`src/rtl/ser_master.sv`:
```
module ser_master #(
  parameter int DW     = 32,
  parameter int DIVW   = 7,
  parameter int MINLEN = 4
) (
  input  logic          clk,
  input  logic          rst_n,
  input  logic          wr_en,
  input  logic [1:0]    wr_addr,
  input  logic [DW-1:0] wr_data,
  input  logic [DW-1:0] par_in,
  output logic          sck,
  output logic          cs_n,
  output logic          sdo,
  output logic          frame_done
);
  localparam int LW     = $clog2(DW);
  localparam int B_SRC  = LW;
  localparam int B_FREE = LW + 1;
  localparam int B_KEEP = LW + 2;
  localparam int B_CPOL = LW + 3;
  localparam int B_DIV  = LW + 4;
  localparam logic [1:0] A_ALT = 2'd0;
  localparam logic [1:0] A_CFG = 2'd1;
  localparam logic [1:0] A_GO  = 2'd2;
  localparam logic [LW-1:0] LEN_FLOOR = LW'(MINLEN - 1);
  localparam logic [LW-1:0] LEN_TOP   = LW'(DW - 1);

  typedef enum logic [1:0] {S_IDLE, S_RUN, S_HOLD, S_GAP} st_t;

  st_t             st;
  logic [DW-1:0]   alt_q, sh_q;
  logic [LW-1:0]   len_q, bits_q;
  logic [DIVW-1:0] half_q, hc_q;
  logic            src_q, free_q, keep_q, cpol_q;
  logic            pend_q, ph_q, gap_q, sdo_q, done_q;

  wire cfg_wr = wr_en && (wr_addr == A_CFG);
  wire go_wr  = wr_en && (wr_addr == A_GO);

  wire [DIVW-1:0] half_eff = (half_q == '0) ? DIVW'(1) : half_q;
  wire            tick     = hc_q >= (half_eff - DIVW'(1));
  wire            toggle   = free_q || (st == S_RUN);
  wire [LW-1:0]   len_eff  = (len_q < LEN_FLOOR) ? LEN_FLOOR : len_q;
  wire [DW-1:0]   src_word = src_q ? par_in : alt_q;
  wire            waiting  = (st == S_IDLE) || (st == S_HOLD);
  wire            launch   = tick && waiting && pend_q && !(ph_q ^ toggle);
  wire            last     = tick && (st == S_RUN) && ph_q && (bits_q == '0);
  wire            relaunch = last && keep_q && pend_q;
  wire            load     = launch || relaunch;

  always_ff @(posedge clk or negedge rst_n) begin
    if (!rst_n) begin
      alt_q  <= '0;
      len_q  <= LEN_TOP;
      src_q  <= 1'b0;
      free_q <= 1'b0;
      keep_q <= 1'b0;
      cpol_q <= 1'b0;
      half_q <= DIVW'(1);
    end else begin
      if (wr_en && wr_addr == A_ALT) alt_q <= wr_data;
      if (cfg_wr) begin
        len_q  <= wr_data[LW-1:0];
        src_q  <= wr_data[B_SRC];
        free_q <= wr_data[B_FREE];
        keep_q <= wr_data[B_KEEP];
        cpol_q <= wr_data[B_CPOL];
        half_q <= wr_data[B_DIV +: DIVW];
      end
    end
  end

  always_ff @(posedge clk or negedge rst_n) begin
    if (!rst_n) begin
      hc_q   <= '0;
      ph_q   <= 1'b0;
      pend_q <= 1'b0;
    end else begin
      hc_q   <= tick ? '0 : hc_q + DIVW'(1);
      pend_q <= (pend_q && !load) || go_wr;
      if (cfg_wr && st != S_RUN) ph_q <= 1'b0;
      else if (tick && toggle)   ph_q <= !ph_q;
    end
  end

  always_ff @(posedge clk or negedge rst_n) begin
    if (!rst_n) begin
      st     <= S_IDLE;
      sh_q   <= '0;
      bits_q <= '0;
      sdo_q  <= 1'b1;
      done_q <= 1'b0;
      gap_q  <= 1'b0;
    end else begin
      done_q <= last;
      if (load) begin
        sh_q   <= src_word << (LEN_TOP - len_eff);
        bits_q <= len_eff;
        st     <= S_RUN;
      end else if (tick) begin
        case (st)
          S_RUN: begin
            if (!ph_q) begin
              sdo_q <= sh_q[DW-1];
              sh_q  <= {sh_q[DW-2:0], 1'b0};
            end else if (bits_q == '0) begin
              sdo_q <= 1'b1;
              gap_q <= 1'b0;
              st    <= keep_q ? S_HOLD : S_GAP;
            end else begin
              bits_q <= bits_q - LW'(1);
            end
          end
          S_HOLD: begin
            gap_q <= 1'b0;
            if (!keep_q) st <= S_GAP;
          end
          S_GAP: begin
            gap_q <= 1'b1;
            if (gap_q) st <= S_IDLE;
          end
          default: ;
        endcase
      end
    end
  end

  assign sck        = ph_q ^ cpol_q;
  assign cs_n       = !((st == S_RUN) || (st == S_HOLD));
  assign sdo        = sdo_q;
  assign frame_done = done_q;
endmodule

```
`config.mk`:
```
export PLATFORM = sky130hd
export DESIGN_NAME = ser_master
export DESIGN_NICKNAME = d
export VERILOG_FILES = /design/src/rtl/ser_master.sv
export SDC_FILE = /design/constraint.sdc
export NUM_CORES = 1
export LEC_CHECK = 0
export ABC_AREA = 1
export BUFFER_PORTS_ARGS = -buffer_cell sky130_fd_sc_hd__buf_2
export CAP_MARGIN = 20
export CORE_MARGIN = 1
export CORE_UTILIZATION = 54
export DETAILED_ROUTE_END_ITERATION = 10
export PLACE_DENSITY = 0.77
export SYNTH_ARGS = -nofsm -noshare
export SYNTH_HDL_FRONTEND = slang
export SYNTH_SLANG_ARGS = --single-unit
export TNS_END_PERCENT = 20
```
`constraint.sdc`:
```
create_clock -name clk -period 2.6 [get_ports clk]
set_input_delay 0.52 -clock clk [delete_from_list [all_inputs] [get_ports clk]]
set_output_delay 0.52 -clock clk [all_outputs]
set_load 0.02 [all_outputs]
```
==> impl_metrics.ini <==
[finish]
drive_gt1_frac = 0.176
n_antenna_cell = 0
nets = 1211
syn2layout_area_growth_pct = 16.3
fin_cells = 1304

[timing]
fin_crit_sh = 1.18
fin_ws_ns = -0.480
fin_crit_ns = 3.08
hold_viol_final = 0
rsz0062_at_grt = true
skew_ns = 0.00631
drv_slew = 0
worst_pin_slew_ns = 0.746
fmax_ghz = 0.325
max_slew_margin = 0.502
whs_ns = 0.183
setup_viol = 44

[floorplan]
coreArea_um2 = 12700
die_h_um = 116
ios = 73
initial_core_util = 0.556
fp.dieW_um = 116
row_count = 41
dieArea_um2 = 13500

[route]
vias_per_cell = 5.49
via_count = 7154
drt_iter0_drc = 647
drcViolationCount = 0
drt_first_pass_iters = 5
ant_nets = 0
totalWireLength_mm = 18.5
wl_per_cell_um = 14.2

[run_status]
status = finished with violations
violations = negative setup slack

[yosys]
synthCells = 1056
ys.warnings.count = 0
yosysSeqAreaShare = 0.353
synth.distinct_cells = 40
avgSynthCellArea_um2 = 6.67
syn_area_um2 = 7040
synth_seq_cells = 99
syn_nets = 1140

[global_routing]
grt_pass1_wl_mm = 31.1
grt_max_degree = 58
overflow = 0
antenna_found_initial = 0
grt_use_total = 0.295
grt_pass1_vias = 6690

[power]
swShare = 0.444
p_int_w = 0.00418
peakVddDrop_v = 0.000657
p_leak_nw = 4.29
p_comb_frac = 0.510
powerDensity_nw_per_um2 = 918
switching_power_w = 0.00334
pwr-share-clk = 0.173
p_seq_frac = 0.316

[worst_setup_path]
crit_path_start_kind = flop
end_kind = flop
r2r-start = half_q[5]
startpoint = half_q[5]
worst-path-max-fanout = 18
critPathKind = reg -> reg
cp.arrival_ns = 3.33
cp_data_required_time_ns = 2.85

[run]
max_cap_viol_count = 0

[place]
post-dp-hpwl_mm = 13.2
place_congestion = 0.919
port_buffers = 72
dp_cells = 1277

[clocking]
cts_hold_buf = 0
cts.sinks = 99
cts_root_buf = clkbuf_16
path_clk_slew_ns = 0.07
clk_latency_ns = 0.36
numCtsBuffers = 9
htree_levels = 3
cts.path.max_buffers = 2
cts_tree = built

[min_path]
hp-class = in -> async
-- logic make-up (layout without fill, tap and decap cells) --
| family | count (synthesis) | count (layout) | synth area share |
|---|---|---|---|
| compound gates | 102 | 102 | 0.0792 |
| xor+xnor | 11 | 11 | 0.0137 |
| mux | 2 | 2 | 0.00320 |
| fa+ha+maj | 15 | 15 | 0.0267 |
| buf+inv | 174 | 250 | 0.108 |
| flops | 99 | 99 | 0.353 |
| simple gates | 653 | 653 | 0.416 |
-- worst paths after layout --
kind	end	slack (ns)	depth (start not counted)
min in group clk	alt_q[30]	0.39	2
worst min-delay path	alt_q[24]	0.18	1
worst max register to register	sh_q[31]	-0.48	20
max in group asynchronous	sdo	1.67	2
worst max-delay path	sh_q[31]	-0.48	20
worst min register to register	sh_q[1]	0.48	2
-- power groups by stage --
| stage | Combinational [W] | Sequential, W | Clock, W |
|---|---|---|---|
| global route | 0.00432 | 0.00243 | 0.00139 |
| CTS | 0.00372 | 0.00237 | 0.00132 |
| detailed placement | 0.00361 | 0.00238 | 0 |
| finish | 0.00384 | 0.00238 | 0.00130 |
| floorplan | 0.00281 | 0.00229 | 0 |
| global placement | 0.00353 | 0.00237 | 0 |
-- synthesized netlist by cell type, drive strengths merged --
cell | instances | area [um2]
a21oi | 37 | 185
o21bai | 1 | 7.51
nand3 | 254 | 1290
xnor2 | 3 | 26.3
o21ai | 46 | 230
nor3 | 8 | 40.0
a21o | 1 | 7.51
xor2 | 8 | 70.1
dfstp | 7 | 184
nor2 | 68 | 284
clkbuf | 18 | 67.6
o211ai | 15 | 113
mux2 | 2 | 22.5
o2111ai | 1 | 8.76
nand2 | 309 | 1200
inv | 110 | 420
buf | 45 | 270
o22ai | 1 | 6.26
and3 | 1 | 6.26
ha | 15 | 188
or2 | 4 | 25.0
nor4 | 2 | 12.5
dfrtp | 92 | 2300
clkinv | 1 | 3.75
nand4 | 6 | 52.6
nor3b | 1 | 12.5
-- layout by cell type (no fill, tap or decap), drive strengths merged, types with 2 or more instances in the layout --
master / count
inv: 111
dfrtp: 92
nand2: 309
buf: 123
or2: 4
xnor2: 3
nand3: 254
xor2: 8
nor2: 68
dfstp: 7
o21ai: 46
nor3: 8
nor4: 2
clkinv: 3
nand4: 6
mux2: 2
o211ai: 15
ha: 15
a21oi: 37
clkinvlp: 3
clkbuf: 10
-- per-layer routing --
layer	vias up	global-route usage	routed length, um	part of all wire
met5	-	0	0	0
met4	0	0.110	493	0.027
met1	3273	0.370	8070	0.44
met3	45	0.0524	1040	0.056
li1	3581	-	-	-
met2	255	0.508	8910	0.48
-- worst max-delay path, cell delays in order (launching register included) --
cell,delay (ns)
dfrtp_1,0.42
nor4_4,0.31
nand2_1,0.11
nand2_2,0.11
inv_4,0.05
ha_4,0.16
nand2_1,0.10
xor2_1,0.20
ha_1,0.27
nand2_1,0.08
a21oi_2,0.05
nor2_1,0.12
nand2_2,0.11
nand2_2,0.10
nor2_4,0.05
nand4_4,0.09
buf_6,0.12
nand3_4,0.11
buf_12,0.19
o21bai_1,0.15
nor2_1,0.06
-- state kept, by name (all words and copies together) (netlist names), 2 cells and up --
signal	flops
alt_q	32
sh_q	32
half_q	7
hc_q	7
bits_q	5
len_q	5
st	2
-- stage by stage --
stage | util | setup TNS (ns) | setup slack (ns) | cell area [um2] | power (W)
finish | 0.646 | -15.98 | -0.480 | 8190 | 0.00752
global route | 0.646 | -25.40 | -0.677 | 8190 | 0.00815
CTS | 0.640 | -12.59 | -0.373 | 8110 | 0.00741
detailed placement | 0.607 | -14.75 | -0.416 | 7690 | 0.00599
global placement | 0.607 | -9.53 | -0.281 | 7690 | 0.00590
floorplan | - | -2.84 | -0.0991 | 7110 | 0.00510
-- layout make-up --
| cell class | count | area, um2 |
|---|---|---|
| Inverter | 111 | 437 |
| Timing Repair Buffer | 123 | 836 |
| Clock inverter | 6 | 48.8 |
| Sequential cell | 99 | 2490 |
| Tap cell | 172 | 215 |
| Clock buffer | 10 | 239 |
| Multi-Input combinational cell | 783 | 3930 |
| Fill cell | 1130 | 4480 |
-- what timing repair did --
| item | 4_1_cts | 5_1_grt |
|---|---|---|
| cloned | 1 | 0 |
| buffers inserted | 9 | 3 |
| resized for setup | 9 | 24 |
| setup endpoints to repair | 44 | 47 |
| pin swaps | 12 | 16 |
No activity file was read; power rests on OpenSTA's default activity.
